==> src/rtl/bus_seq_pkg.sv <==
// Shared types of the bus cycle sequencer: state and request kind encodings.
// Assumes one bus cycle is active at a time.
package bus_seq_pkg;

    typedef enum logic [2:0] {
        ST_IDLE = 3'd0,
        ST_T1   = 3'd1,
        ST_T2   = 3'd2,
        ST_TW   = 3'd3,
        ST_T3   = 3'd4,
        ST_T4   = 3'd5
    } bus_state_e;

    typedef enum logic [1:0] {
        K_FETCH    = 2'b00,
        K_READ     = 2'b01,
        K_WRITE    = 2'b10,
        K_READ_ALT = 2'b11
    } bus_kind_e;

endpackage

==> src/rtl/bus_seq_fsm.sv <==
// State sequencer. It advances one state per rising edge. It keeps a copy of
// the state taken on the falling edge, so that a strobe decoder can tell the
// two halves of a state apart. It samples wait_n on the falling edge of T2
// and of each wait state.
// Assumes is_fetch reflects the kind of the cycle in progress.
module bus_seq_fsm
    import bus_seq_pkg::*;
(
    input  logic       clk,
    input  logic       rst_n,
    input  logic       req_valid,
    input  logic       is_fetch,
    input  logic       wait_n,
    output bus_state_e state,
    output bus_state_e st_f,
    output logic       wait_s,
    output logic       accept,
    output logic       last
);

    bus_state_e state_nx;

    assign last   = ((state == ST_T3) && !is_fetch) || (state == ST_T4);
    assign accept = req_valid && ((state == ST_IDLE) || last);

    // Next-state selection, with acceptance allowed from idle or the last state.
    always_comb begin
        state_nx = state;
        unique case (state)
            ST_IDLE: state_nx = ST_IDLE;
            ST_T1:   state_nx = ST_T2;
            ST_T2:   state_nx = wait_s ? ST_TW : ST_T3;
            ST_TW:   state_nx = wait_s ? ST_TW : ST_T3;
            ST_T3:   state_nx = is_fetch ? ST_T4 : ST_IDLE;
            ST_T4:   state_nx = ST_IDLE;
            default: state_nx = ST_IDLE;
        endcase
        if (accept) begin
            state_nx = ST_T1;
        end
    end

    // Rising-edge state register.
    always_ff @(posedge clk) begin
        if (!rst_n) begin
            state <= ST_IDLE;
        end else begin
            state <= state_nx;
        end
    end

    // Falling-edge state copy and wait sample.
    always_ff @(negedge clk) begin
        if (!rst_n) begin
            st_f   <= ST_IDLE;
            wait_s <= 1'b0;
        end else begin
            st_f   <= state;
            wait_s <= ((state == ST_T2) || (state == ST_TW)) && !wait_n;
        end
    end

endmodule

==> src/rtl/bus_seq_refresh.sv <==
// Refresh counter. It advances once at the end of each fetch, in the last
// refresh state, and wraps at its width.
// Assumes ST_T4 occurs only in fetch cycles.
module bus_seq_refresh
    import bus_seq_pkg::*;
#(
    parameter int RW = 7
) (
    input  logic          clk,
    input  logic          rst_n,
    input  bus_state_e    state,
    output logic [RW-1:0] rcnt
);

    // Count one step per completed fetch.
    always_ff @(posedge clk) begin
        if (!rst_n) begin
            rcnt <= '0;
        end else if (state == ST_T4) begin
            rcnt <= rcnt + 1'b1;
        end
    end

endmodule

==> src/rtl/bus_seq_strobes.sv <==
// Strobe decoder. It builds the active-low bus strobes from the current state
// and from which half of that state is running (second half when the
// falling-edge copy equals the state).
// Assumes the state changes only on rising edges; only the wait state repeats.
module bus_seq_strobes
    import bus_seq_pkg::*;
(
    input  bus_state_e state,
    input  bus_state_e st_f,
    input  logic       is_fetch,
    input  logic       is_read,
    input  logic       is_write,
    output logic       mreq_n,
    output logic       rd_n,
    output logic       wr_n,
    output logic       m1_n,
    output logic       rfsh_n,
    output logic       memrd_n
);

    logic h2;
    logic in_t1, in_t2, in_tw, in_t3, in_t4;
    logic mreq, rd, wr;

    assign h2    = (st_f == state);
    assign in_t1 = (state == ST_T1);
    assign in_t2 = (state == ST_T2);
    assign in_tw = (state == ST_TW);
    assign in_t3 = (state == ST_T3);
    assign in_t4 = (state == ST_T4);

    // Active-high strobe terms per state and half.
    always_comb begin
        mreq = (in_t1 && h2) || in_t2 || in_tw
             || (in_t3 && !h2 && !is_fetch)
             || (in_t3 && h2 && is_fetch)
             || (in_t4 && !h2);
        rd   = !is_write && ((in_t1 && h2) || in_t2 || in_tw
             || (in_t3 && !h2 && is_read));
        wr   = is_write && ((in_t2 && h2) || in_tw || (in_t3 && !h2));
    end

    assign mreq_n  = !mreq;
    assign rd_n    = !rd;
    assign wr_n    = !wr;
    assign m1_n    = !(is_fetch && (in_t1 || in_t2 || in_tw));
    assign rfsh_n  = !(is_fetch && (in_t3 || in_t4));
    assign memrd_n = mreq_n | rd_n;

endmodule

==> src/rtl/bus_seq_datapath.sv <==
// Datapath. It holds the accepted request, drives the address and write
// data, and returns read data. An opcode is captured on the rising edge
// into T3; read data on the falling edge inside T3. During refresh, the
// address carries zeros, the kept bit of the fetch address and the count.
// Assumes accept is high only where a new cycle may start.
module bus_seq_datapath
    import bus_seq_pkg::*;
#(
    parameter int AW = 16,
    parameter int DW = 8,
    parameter int RW = 7
) (
    input  logic          clk,
    input  logic          rst_n,
    input  logic          accept,
    input  logic [1:0]    req_kind,
    input  logic [AW-1:0] req_addr,
    input  logic [DW-1:0] req_wdata,
    input  bus_state_e    state,
    input  logic          wait_s,
    input  logic [DW-1:0] bus_din,
    input  logic [RW-1:0] rcnt,
    output logic          is_fetch,
    output logic          is_read,
    output logic          is_write,
    output logic [AW-1:0] bus_addr,
    output logic [DW-1:0] bus_dout,
    output logic          bus_dout_en,
    output logic [DW-1:0] rdata
);

    localparam int HI_W = AW - RW - 1;

    bus_kind_e     kind_q;
    logic [AW-1:0] addr_q;
    logic [DW-1:0] wdata_q;
    logic [DW-1:0] op_q;
    logic [DW-1:0] rd_q;
    logic          rfsh_ph;

    assign is_fetch = (kind_q == K_FETCH);
    assign is_write = (kind_q == K_WRITE);
    assign is_read  = (kind_q == K_READ) || (kind_q == K_READ_ALT);
    assign rfsh_ph  = is_fetch && ((state == ST_T3) || (state == ST_T4));

    // Capture the request when a cycle is accepted.
    always_ff @(posedge clk) begin
        if (!rst_n) begin
            kind_q  <= K_READ;
            addr_q  <= '0;
            wdata_q <= '0;
        end else if (accept) begin
            kind_q  <= bus_kind_e'(req_kind);
            addr_q  <= req_addr;
            wdata_q <= req_wdata;
        end
    end

    // Opcode capture on the rising edge that leaves the fetch part.
    always_ff @(posedge clk) begin
        if (!rst_n) begin
            op_q <= '0;
        end else if (is_fetch && ((state == ST_T2) || (state == ST_TW)) && !wait_s) begin
            op_q <= bus_din;
        end
    end

    // Read data capture on the falling edge inside T3.
    always_ff @(negedge clk) begin
        if (!rst_n) begin
            rd_q <= '0;
        end else if (is_read && (state == ST_T3)) begin
            rd_q <= bus_din;
        end
    end

    // Address and data drive.
    always_comb begin
        bus_addr    = addr_q;
        if (rfsh_ph) begin
            bus_addr = {{HI_W{1'b0}}, addr_q[RW], rcnt};
        end
        bus_dout    = wdata_q;
        bus_dout_en = is_write && (state != ST_IDLE) && (state != ST_T4);
        rdata       = is_fetch ? op_q : rd_q;
    end

endmodule

==> src/rtl/bus_cycle_seq.sv <==
// Top of the bus cycle sequencer. It joins the state sequencer, the strobe
// decoder, the refresh counter and the datapath.
// Assumes one clock domain; strobes change on both edges of clk.
module bus_cycle_seq
    import bus_seq_pkg::*;
#(
    parameter int AW = 16,
    parameter int DW = 8,
    parameter int RW = 7
) (
    input  logic          clk,
    input  logic          rst_n,
    input  logic          req_valid,
    input  logic [1:0]    req_kind,
    input  logic [AW-1:0] req_addr,
    input  logic [DW-1:0] req_wdata,
    output logic          done,
    output logic [DW-1:0] rdata,
    output logic [AW-1:0] bus_addr,
    output logic [DW-1:0] bus_dout,
    output logic          bus_dout_en,
    input  logic [DW-1:0] bus_din,
    input  logic          wait_n,
    output logic          mreq_n,
    output logic          rd_n,
    output logic          wr_n,
    output logic          m1_n,
    output logic          rfsh_n,
    output logic          memrd_n
);

    bus_state_e    state;
    bus_state_e    st_f;
    logic          wait_s;
    logic          accept;
    logic          last;
    logic          is_fetch;
    logic          is_read;
    logic          is_write;
    logic [RW-1:0] rcnt;

    assign done = last;

    bus_seq_fsm u_fsm (
        .clk       (clk),
        .rst_n     (rst_n),
        .req_valid (req_valid),
        .is_fetch  (is_fetch),
        .wait_n    (wait_n),
        .state     (state),
        .st_f      (st_f),
        .wait_s    (wait_s),
        .accept    (accept),
        .last      (last)
    );

    bus_seq_refresh #(.RW(RW)) u_rfsh (
        .clk   (clk),
        .rst_n (rst_n),
        .state (state),
        .rcnt  (rcnt)
    );

    bus_seq_strobes u_strb (
        .state    (state),
        .st_f     (st_f),
        .is_fetch (is_fetch),
        .is_read  (is_read),
        .is_write (is_write),
        .mreq_n   (mreq_n),
        .rd_n     (rd_n),
        .wr_n     (wr_n),
        .m1_n     (m1_n),
        .rfsh_n   (rfsh_n),
        .memrd_n  (memrd_n)
    );

    bus_seq_datapath #(.AW(AW), .DW(DW), .RW(RW)) u_dp (
        .clk         (clk),
        .rst_n       (rst_n),
        .accept      (accept),
        .req_kind    (req_kind),
        .req_addr    (req_addr),
        .req_wdata   (req_wdata),
        .state       (state),
        .wait_s      (wait_s),
        .bus_din     (bus_din),
        .rcnt        (rcnt),
        .is_fetch    (is_fetch),
        .is_read     (is_read),
        .is_write    (is_write),
        .bus_addr    (bus_addr),
        .bus_dout    (bus_dout),
        .bus_dout_en (bus_dout_en),
        .rdata       (rdata)
    );

endmodule

==> config.mk <==
export PLATFORM = sky130hd
export DESIGN_NAME = bus_cycle_seq
export DESIGN_NICKNAME = d
export VERILOG_FILES = /design/src/rtl/bus_seq_pkg.sv /design/src/rtl/bus_seq_fsm.sv /design/src/rtl/bus_seq_refresh.sv /design/src/rtl/bus_seq_strobes.sv /design/src/rtl/bus_seq_datapath.sv /design/src/rtl/bus_cycle_seq.sv
export SDC_FILE = /design/constraint.sdc
export NUM_CORES = 1
export LEC_CHECK = 0
export BUFFER_PORTS_ARGS = -buffer_cell sky130_fd_sc_hd__buf_2
export CAP_MARGIN = 20
export CORE_MARGIN = 10
export CORE_UTILIZATION = 38
export DETAILED_ROUTE_END_ITERATION = 8
export GPL_ROUTABILITY_DRIVEN = 0
export PLACE_DENSITY_LB_ADDON = 0.15
export SLEW_MARGIN = 5
export SYNTH_ARGS = -nofsm -noshare
export SYNTH_HDL_FRONTEND = slang
export SYNTH_HIERARCHICAL = 1
export SYNTH_SLANG_ARGS = --single-unit
==> constraint.sdc <==
create_clock -name clk -period 2 [get_ports clk]
set_clock_uncertainty 0.1 [all_clocks]
set_input_delay 0.1 -clock clk [delete_from_list [all_inputs] [get_ports clk]]
set_output_delay 0.1 -clock clk [all_outputs]
set_load 0.03 [all_outputs]
# Word level (Yosys, flattened, before mapping)
# Cells that the tools add are included.
[classes]
add_sub_neg = 1
eq_ne = 10
bitwise = 2
n_mux = 6
n_reduce_logical = 50
[ops]
columns = ["op", "n"]
rows = [
  ["logical AND 1 bit", 20],
  ["2-to-1 mux 16 bit", 1],
  ["logical OR 1 bit", 15],
  ["zero test 1 bit", 10],
  ["one-hot mux 3 bit (3 select lines)", 1],
  ["2-to-1 mux 8 bit", 1],
  ["adder 7 x 1 -> 7 bit, second input constant", 1],
  ["equality test 3 x 2 -> 1 bit, second input constant", 2],
  ["equality test 3 bit, second input constant", 2],
  ["2-to-1 mux 3 bit", 2],
  ["equality test 2 bit, second input constant", 2],
  ["OR reduction 2 bit", 2],
  ["equality test 3 x 1 -> 1 bit, second input constant", 1],
  ["equality test 3 bit", 1],
  ["zero test 3 bit", 1],
  ["!= test 3 bit, second input constant", 1],
  ["nonzero test 3 bit", 1],
  ["equality test 2 x 1 -> 1 bit, second input constant", 1],
  ["zero test 2 bit", 1],
  ["2-to-1 mux 1 bit", 1],
  ["NOT 1 bit", 1],
  ["bitwise OR 1 bit", 1],
]
[word_totals]
in_bits = 38
reg_bits = 56
wordCells = 79
out_inout_bits = 40

# Logic depth before layout (Yosys ltp)
[depth]
depth_word = 9
mapped_depth = 7
mapped_depth_nobuf = 5

# Modules after synthesis
# Netlist, hierarchy kept.
[modules_own_cells]
columns = ["module", "area_per_inst_um2", "cells_per_inst", "seq_area_each_um2", "n_inst"]
rows = [
  ["bus_seq_datapath", 1928.1, 179, 840.8, 1],
  ["bus_seq_refresh", 334.1, 33, 140.1, 1],
  ["bus_seq_fsm", 292.8, 25, 140.1, 1],
  ["bus_seq_strobes", 180.2, 29, 0.0, 1],
]

==> results.toml <==
[status]
status = "finished, violations left"
violations = "negative setup slack"

[power]
p_leak_nw = 1.94
internal_power_mw = 1.82
power_density_nw_per_um2 = 576
p_sw_share_pct = 29.3
seq_power_share_pct = 46.0
pwr-share-clk_pct = 32.1
peakVddDrop_uv = 338
comb_power_share_pct = 21.9
power_mw = 2.57
power.switching_uw = 753

[synthesis]
synth_nets = 305
yosys_warnings = 6
synth.area.mux_share_pct = 22.6
synth-seq-cells = 56
synth-seq-area-share_pct = 41.0
synth_fa_ha_area_share_pct = 0.457
synthesis.area_um2 = 2740
synth-edff-count = 0
synth_compound_area_share_pct = 5.86
synth_top_area_cell = "dfxtp_1"
synth_top_family_by_area = "simple AND/OR/NAND/NOR gates"
netlist_instances = 266
synth.most_common_cell = "dfxtp_1"
yosys-top-cells-area = "dfxtp_1 41%, mux2i_1 16%, nor2b_1 8.2%"
synth_commonest_cells = "56 x dfxtp_1, 45 x mux2i_1, 36 x nor2b_1"
yosys.area_share.simple_pct = 25.5
async_reset_ff_share_pct = 0
yosys.cell_types.count = 48
synthFlopType = "dfxtp_1"
synth_top_area_share_pct = 41.0
synthXorXnorAreaFrac_pct = 1.28
avgSynthCellArea_um2 = 10.3

[critical_path]
r2r_end = "u_dp/rd_q[0]$_SDFFE_NN0P_"
cp.required_ns = 1.80
path_class = "flop to primary output"
cp_max_fo = 3
cp-start-kind = "flop"
cp.arrival_ns = 2.58
reg2regPathDepth = 4
reg2reg_from = "u_fsm/state[1]$_SDFF_PP0_"
cp-end-kind = "primary output"
r2r_setup_slack_ns = -0.25

[timing]
timing.hold.ws_ns = 0.0955
setup_ws_ns = -0.776
timing.final.setup_violations = 34
rsz0062_at_grt = "true"
finalHoldViolations = 0
worstMarginPinSlew_ns = 0.381
drv_slew = 0
maxSlewHeadroom_pct = 74.3

[routing]
first_pass_iters = 4
wl_per_cell_um = 15.9
vias_per_cell = 4.67
drt_iter0_drc = 63
vias = 2390
antenna_left = 0
drt-total-wl_um = 8130
drc = 0

[global_route]
grt_pass1_wl_um = 12800
grt_usage_pct = 13.7
gr-total-overflow = 0
antenna_found_initial = 0
grt_pass1_vias = 2505
grt_max_degree = 33

[hold_path]
hold_path.class = "input pin to flop"
holdPathStages = 3
min_to = "u_dp/op_q[5]$_SDFFE_PN0P_"
holdCritStartpoint = "rst_n"

[floorplan]
initial_core_util_pct = 39.6
die_w_um = 105
core_um2 = 6910
num_rows = 30
io_pins = 78
die_y_um = 105
die-area_um2 = 11000

[placed_design]
portBuffers = 77
dp.cells = 444
hpwl_um = 4890
place_ws_ns = -0.427

[clocking]
clock_path_buffers = 2
htreeDepth = 2
cts_tree = "yes"
clock_sinks = 56
clock_latency_ns = 0.36
path_clk_slew_ns = 0.10
cts-root-buf = "clkbuf_8"
cts_made_buffers = 5

[finish]
final_cells = 512
antenna-diode-count = 0
drive_gt1_share_pct = 44.2
fin_util_pct = 64.5
nNetsFinal = 454
syn2layout_area_growth_pct = 62.9

[flow_run]
maxCapViolCount = 0
[metal layers]
layer / share of wire [%] / global-route usage (%) / up-vias
met5: 0 / 0 / -
met3: 6.0 / 4.79 / 4
met4: 0.50 / 2.65 / 0
li1: - / - / 1216
met1: 45 / 16.9 / 1119
met2: 49 / 22.6 / 51
[worst max path at each step]
stage,from,end
2_1_floorplan,u_fsm/state[1]$_SDFF_PP0_,u_dp/rd_q[0]$_SDFFE_NN0P_
3_3_place_gp,u_fsm/st_f[1]$_SDFF_NN0_,wr_n
3_5_place_dp,u_fsm/st_f[2]$_SDFF_NN0_,rd_n
4_1_cts,u_fsm/st_f[1]$_SDFF_NN0_,wr_n
5_1_grt,u_fsm/st_f[1]$_SDFF_NN0_,wr_n
6_report,u_fsm/st_f[1]$_SDFF_NN0_,wr_n
[cell usage in the layout, fill, tap and decap left out, types with 14 or more instances in the layout]
cell type | Yosys | layout
buf_2 | 3 | 50
mux2i_1 | 45 | 43
dfxtp_1 | 56 | 43
nor2b_1 | 36 | 36
buf_6 | 1 | 35
dlygate4sd3_1 | 0 | 34
nand2_1 | 23 | 21
inv_1 | 5 | 15
buf_4 | 3 | 14
[state kept, by name, summed over array words and instances (netlist names)]
| register | cells |
|---|---|
| u_dp/addr_q | 16 |
| u_dp/bus_dout | 8 |
| u_dp/kind_q | 2 |
| u_dp/op_q | 8 |
| u_dp/rd_q | 8 |
| u_fsm/st_f | 3 |
| u_fsm/state | 3 |
| u_fsm/wait_s | 1 |
| u_rfsh/rcnt | 7 |
[stage by stage]
step           cell area [µm²]  TNS (ns)
2_1_floorplan             2800     -3.04
3_3_place_gp              3420     -4.09
3_5_place_dp              3420     -4.44
4_1_cts                   4280     -9.48
5_1_grt                   4460    -10.38
6_report                  4460     -7.93
[cell type report]
type	instances	area, µm²
Multi-Input combinational cell	192	1670
Clock inverter	14	60.1
Fill cell	596	2450
Tap cell	96	120
Timing Repair Buffer	145	1350
Clock buffer	6	93.8
Inverter	3	11.3
Sequential cell	56	1150
[critical path, stage by stage, from the launching register on]
cell and delay [ns]:
dfxtp_4 0.37, or3b_4 0.38, a21oi_2 0.12, a22o_1 0.17, nand2_4 0.05, buf_6 0.13
[cells by family after synthesis]
logic type	after synthesis
and+or+nand+nor	107
buffers and inverters	18
adders and majority gates	1
AOI/OAI and AO/OA	20
xor gates and xnor gates	4
muxes	60
DFF	56
[what timing repair did]
action | 4_1_cts | 5_1_grt
endpoints found under the hold margin | 34 | 0
setup endpoints to repair | 37 | 53
cloned | 2 | 3
pin swaps | 10 | 12
gates resized for setup | 75 | 29
hold buffers | 34 | 0
buffers inserted | 6 | 7
[power by group through the flow]
stage / Sequential, mW / Combinational (mW) / Clock (mW)
3_3_place_gp: 1.20 / 0.405 / 0.0433
4_1_cts: 1.18 / 0.518 / 0.842
3_5_place_dp: 1.20 / 0.408 / 0.0433
6_report: 1.18 / 0.562 / 0.824
2_1_floorplan: 1.23 / 0.240 / 0.0433
5_1_grt: 1.19 / 0.604 / 0.901
Note: power is estimated with default switching activity, not from simulation.
